`src/rtl/vp_seq_pkg.sv`:
```
package vp_seq_pkg;
  localparam int FRAC_W = 10;
  localparam int SX_W   = FRAC_W + 1;
  localparam int ONE_Q  = 1 << FRAC_W;
  localparam int HALF_Q = 1 << (FRAC_W - 1);

  localparam logic [1:0] SRC_ORIG = 2'd0;
  localparam logic [1:0] SRC_FULL = 2'd1;
  localparam logic [1:0] SRC_HALF = 2'd2;
endpackage

```
`src/rtl/vp_pass_ctrl.sv`:
```
module vp_pass_ctrl #(
  parameter int NUM_VP = 16,
  localparam int IDX_W = $clog2(NUM_VP)
) (
  input  logic             clk_i,
  input  logic             rst_ni,
  input  logic             start_i,
  input  logic             pass_done_i,
  output logic [IDX_W-1:0] idx_o,
  output logic             busy_o,
  output logic             all_done_o
);
  localparam logic [IDX_W-1:0] LAST = IDX_W'(NUM_VP - 1);

  logic [IDX_W-1:0] idx_q;
  logic             busy_q, done_q;

  always_ff @(posedge clk_i or negedge rst_ni) begin
    if (!rst_ni) begin
      idx_q  <= '0;
      busy_q <= 1'b0;
      done_q <= 1'b0;
    end else if (start_i) begin
      idx_q  <= '0;
      busy_q <= 1'b1;
      done_q <= 1'b0;
    end else if (busy_q && pass_done_i) begin
      if (idx_q == LAST) begin
        idx_q  <= '0;
        busy_q <= 1'b0;
        done_q <= 1'b1;
      end else begin
        idx_q <= idx_q + 1'b1;
      end
    end
  end

  assign idx_o      = idx_q;
  assign busy_o     = busy_q;
  assign all_done_o = done_q;
endmodule

```
`src/rtl/vp_ratio_rom.sv`:
```
module vp_ratio_rom
  import vp_seq_pkg::*;
#(
  parameter int IDX_W = 4
) (
  input  logic [IDX_W-1:0] idx_i,
  output logic [SX_W-1:0]  sx_o,
  output logic [SX_W-1:0]  sy_o
);
  // codes carry FRAC_W fraction bits
  always_comb begin
    sx_o = SX_W'(ONE_Q);
    sy_o = SX_W'(ONE_Q);
    case (int'(idx_i))
      0:  begin sx_o = SX_W'(1024); sy_o = SX_W'(1024); end
      1:  begin sx_o = SX_W'(1024); sy_o = SX_W'(512);  end
      2:  begin sx_o = SX_W'(882);  sy_o = SX_W'(595);  end
      3:  begin sx_o = SX_W'(581);  sy_o = SX_W'(903);  end
      4:  begin sx_o = SX_W'(581);  sy_o = SX_W'(903);  end
      5:  begin sx_o = SX_W'(882);  sy_o = SX_W'(595);  end
      6:  begin sx_o = SX_W'(1024); sy_o = SX_W'(256);  end
      7:  begin sx_o = SX_W'(977);  sy_o = SX_W'(268);  end
      8:  begin sx_o = SX_W'(842);  sy_o = SX_W'(311);  end
      9:  begin sx_o = SX_W'(637);  sy_o = SX_W'(412);  end
      10: begin sx_o = SX_W'(399);  sy_o = SX_W'(655);  end
      11: begin sx_o = SX_W'(256);  sy_o = SX_W'(1024); end
      12: begin sx_o = SX_W'(399);  sy_o = SX_W'(656);  end
      13: begin sx_o = SX_W'(636);  sy_o = SX_W'(413);  end
      14: begin sx_o = SX_W'(842);  sy_o = SX_W'(311);  end
      15: begin sx_o = SX_W'(977);  sy_o = SX_W'(268);  end
      default: ;
    endcase
  end
endmodule

```
`src/rtl/vp_src_pick.sv`:
```
module vp_src_pick
  import vp_seq_pkg::*;
#(
  parameter int IDX_W = 4
) (
  input  logic [IDX_W-1:0] idx_i,
  input  logic             busy_i,
  input  logic [SX_W-1:0]  sx_i,
  output logic [1:0]       src_sel_o,
  output logic [SX_W-1:0]  eff_sx_o,
  output logic             bypass_o,
  output logic             scaler_en_o,
  output logic             blur_wr_o,
  output logic             half_wr_o
);
  logic first_pass;
  assign first_pass = busy_i && (idx_i == '0);

  assign bypass_o    = first_pass;
  assign blur_wr_o   = first_pass;
  assign half_wr_o   = first_pass;
  assign scaler_en_o = busy_i && (idx_i != '0);

  // ceil(2*sx)/2 == 1  <=>  sx strictly above one half
  always_comb begin
    if (!scaler_en_o)                 src_sel_o = SRC_ORIG;
    else if (sx_i > SX_W'(HALF_Q))    src_sel_o = SRC_FULL;
    else                              src_sel_o = SRC_HALF;
  end

  assign eff_sx_o = (src_sel_o == SRC_HALF) ? (sx_i << 1) : sx_i;
endmodule

```
`src/rtl/vp_src_seq.sv`:
```
module vp_src_seq
  import vp_seq_pkg::*;
#(
  parameter int NUM_VP = 16,
  localparam int IDX_W = $clog2(NUM_VP)
) (
  input  logic             clk_i,
  input  logic             rst_ni,
  input  logic             start_i,
  input  logic             pass_done_i,
  output logic [IDX_W-1:0] vp_idx_o,
  output logic             busy_o,
  output logic             all_done_o,
  output logic [1:0]       src_sel_o,
  output logic             bypass_o,
  output logic             scaler_en_o,
  output logic             blur_wr_en_o,
  output logic             half_wr_en_o,
  output logic [SX_W-1:0]  sx_o,
  output logic [SX_W-1:0]  sy_o,
  output logic [SX_W-1:0]  eff_sx_o
);
  vp_pass_ctrl #(.NUM_VP(NUM_VP)) u_ctrl (
    .clk_i       (clk_i),
    .rst_ni      (rst_ni),
    .start_i     (start_i),
    .pass_done_i (pass_done_i),
    .idx_o       (vp_idx_o),
    .busy_o      (busy_o),
    .all_done_o  (all_done_o)
  );

  vp_ratio_rom #(.IDX_W(IDX_W)) u_rom (
    .idx_i (vp_idx_o),
    .sx_o  (sx_o),
    .sy_o  (sy_o)
  );

  vp_src_pick #(.IDX_W(IDX_W)) u_pick (
    .idx_i       (vp_idx_o),
    .busy_i      (busy_o),
    .sx_i        (sx_o),
    .src_sel_o   (src_sel_o),
    .eff_sx_o    (eff_sx_o),
    .bypass_o    (bypass_o),
    .scaler_en_o (scaler_en_o),
    .blur_wr_o   (blur_wr_en_o),
    .half_wr_o   (half_wr_en_o)
  );
endmodule

```
`config.mk`:
```
export PLATFORM = sky130hd
export DESIGN_NAME = vp_src_seq
export DESIGN_NICKNAME = d
export VERILOG_FILES = /design/src/rtl/vp_seq_pkg.sv /design/src/rtl/vp_pass_ctrl.sv /design/src/rtl/vp_ratio_rom.sv /design/src/rtl/vp_src_pick.sv /design/src/rtl/vp_src_seq.sv
export SDC_FILE = /design/constraint.sdc
export NUM_CORES = 1
export LEC_CHECK = 0
export BUFFER_PORTS_ARGS = -buffer_cell sky130_fd_sc_hd__buf_2
export CAP_MARGIN = 20
export CELL_PAD_IN_SITES_DETAIL_PLACEMENT = 2
export CELL_PAD_IN_SITES_GLOBAL_PLACEMENT = 2
export CORE_MARGIN = 2
export CORE_UTILIZATION = 24
export DETAILED_ROUTE_END_ITERATION = 16
export GPL_TIMING_DRIVEN = 0
export PLACE_DENSITY_LB_ADDON = 0.1
export REMOVE_ABC_BUFFERS = 1
export SLEW_MARGIN = 20
export SYNTH_ARGS = -nofsm -noshare
export SYNTH_HDL_FRONTEND = slang
export SYNTH_SLANG_ARGS = --single-unit
```
`constraint.sdc`:
```
create_clock -name clk_i -period 3.1 [get_ports clk_i]
set_input_delay 0.31 -clock clk_i [delete_from_list [all_inputs] [get_ports clk_i]]
set_output_delay 0.31 -clock clk_i [all_outputs]
set_load 0.02 [all_outputs]
```
==> metrics.cfg <==
[setup_path]
cp-end-kind = primary output
cp-startpoint = u_ctrl.idx_o[0]
reg2reg_from = u_ctrl.idx_o[1]
setup.worst_path.end = eff_sx_o[8]
reg2reg_setup_slack_ns = 1.28
crit_fanout = 14
r2r_cells = 5
required_ns = 2.79
timing.rr.end = u_ctrl.idx_o[2]
path_class = flop to primary output
start_kind = flop
crit_arrival_ns = 2.43

[logic_synthesis]
synthDistinctLibCells = 37
synth_cells = 137
syn_area_mm2 = 0.001023
yosys.area.top_type = dfrtp_1
netlist_top_cells_count = 14 x a21oi_1, 13 x nor2_1, 11 x ha_1
async_reset_ff_share_pct = 100.0
synthFlopType = dfrtp_1
synth-warning-count = 0
synth.most_common_cell = a21oi_1
synth_edf_count = 0
ys_ff_latch = 6
avgSynthCellArea_um2 = 7.471
synth.area.top_cells = dfrtp_1 15%, ha_1 13%, a21oi_1 6.8%
ys_seq_area_share_pct = 14.67
synth_top_area_share_pct = 14.67

[floorplan]
core_mm2 = 0.004058
die_w_um = 69.31
pin_count = 49
start_util_pct = 25.22
die_h_um = 69.31
die-area_mm2 = 0.004803
row_count = 23

[route]
wirelength_um = 3313
routedWlPerCell_um = 14.66
drtPass1Iterations = 3
ant_nets = 0
vias_per_cell = 4.898
num_vias = 1107
initialDrtViolationCount = 38
drcViolationCount = 0

[flow_run]
max_cap_viol_count = 0

[sta]
finalSetupViolations = 0
hold_viol = 0
rsz0062_at_grt = no
finClkSkew_ns = 0.003211
slew_headroom_pct = 48.46
drv_slew = 0
fin_crit_ns = 2.739
worst_slack_ns = 0.3608
max_slew.worst_pin.slew_ns = 0.7731
setup_tns_ns = 0
period_share_pct = 88.36
fin_hold_ws_ns = 0.3247
fmax_ghz = 0.3651

[global_route]
grt_pass1_vias = 1157
overflow = 0
grt_use_total_pct = 13.97
grt_max_degree = 44
antenna_found_initial = 0
grt_pass1_wl_um = 5651

[power_and_ir_drop]
power.leakage_nw = 0.6801
p_seq_share_pct = 22.5
power.share.clock_pct = 29.2
p_per_area_mw_per_mm2 = 319.5
p_comb_share_pct = 48.3
p_switching_mw = 0.1769
swShare_pct = 42.39
vdd_drop_max_mv = 0.2452
cellInternalPower_mw = 0.2405

[placed_design]
gp_congestion = 0.7282
place_hpwl_um = 2543
io_buffer_count = 48
place_ws_ns = 0.3457
place_area_mm2 = 0.001249

[cts]
cts_tree = yes
path_clk_slew_ns = 0.04
cts_num_sinks = 6
cts_buffers = 3
cts_root_buffer = clkbuf_8
htree_levels = 1
clock_path_buffers = 2
clk_latency_ns = 0.22

[final_layout]
fill_cells = 518
area_growth_syn_to_layout_pct = 27.63
n_antenna_cell = 0
regArea_um2 = 153.9
multi_input_area_um2 = 749.5
final_util_pct = 32.19
fin_area_mm2 = 0.001306
drive_gt1_share_pct = 37.50
nets = 192

[run_status]
status = finished clean

[hold_path]
hold_class = input port to flop
hp-start = start_i

## state kept, by name, summed over array words and instances, names as in the netlist
name and flops:
u_ctrl.all_done_o 1, u_ctrl.idx_o 4, u_ctrl.busy_o 1
## how the worst min path moves through the flow
stage,to,cells after the start
3_3_place_gp,u_ctrl.all_done_o,1
4_1_cts,u_ctrl.idx_o[3],2
2_1_floorplan,u_ctrl.all_done_o,0
6_report,u_ctrl.idx_o[3],2
5_1_grt,u_ctrl.idx_o[1],2
3_5_place_dp,u_ctrl.all_done_o,1
## final cells by class
| cell class | instances | area share, % |
|---|---|---|
| tap | 50 | 4.789 |
| multi-input combinational | 105 | 57.38 |
| sequential | 6 | 11.78 |
| clock buffer | 4 | 3.448 |
| timing repair buffer | 49 | 19.16 |
| inverter | 12 | 3.448 |
## routing by layer
metal	part of all wire (%)	global-route usage, %
met4	0	2.614
met5	0	0
met3	4.1	1.890
met2	50	24.47
met1	45	18.34
## per-stage QoR
step           power (mW)  cells
6_report           0.4174    226
5_1_grt            0.4533    226
4_1_cts            0.4274    226
3_5_place_dp       0.3008    221
3_3_place_gp       0.2971    221
2_1_floorplan      0.2284    123
## worst max-delay path: stages, from the launching register on
cell	delay, ns
dfrtp_2	0.51
inv_1	0.18
ha_1	0.36
nor3b_2	0.27
o211ai_2	0.20
inv_2	0.18
mux2_2	0.35
buf_2	0.16
## power groups by stage
stage / Clock [mW] / Combinational [mW] / Sequential [mW]
finish: 0.122 / 0.202 / 0.0941
CTS: 0.127 / 0.207 / 0.0940
global placement: 0 / 0.202 / 0.0951
detailed placement: 0 / 0.206 / 0.0951
global route: 0.134 / 0.223 / 0.0961
floorplan: 0 / 0.134 / 0.0944
## logic make-up after synthesis
logic type | after synthesis | synth area share, %
DFF | 6 | 14.67
xor gates and xnor gates | 3 | 2.568
buffers and inverters | 26 | 12.10
adders and majority gates | 11 | 13.45
and+or+nand+nor | 36 | 16.87
AOI/OAI and AO/OA | 43 | 26.90
muxes | 12 | 13.45
## what timing repair did
| item | in CTS | in global routing |
|---|---|---|
| hold buffers | 1 | 0 |
| buffers inserted | 0 | 0 |
| endpoints found under the hold margin | 6 | 0 |
| resized for setup | 0 | 2 |
| setup endpoints to repair | 0 | 5 |
## placed cells by master, fill, tap and decap left out, types with 4 or more instances in the layout
master	n
ha_1	11
o21ai_0	10
nor2_1	13
nand2_1	10
a21oi_1	14
a211oi_1	5
buf_2	48
inv_1	10
mux2_2	4
mux2i_1	7
(Power assumes the default switching activity.)
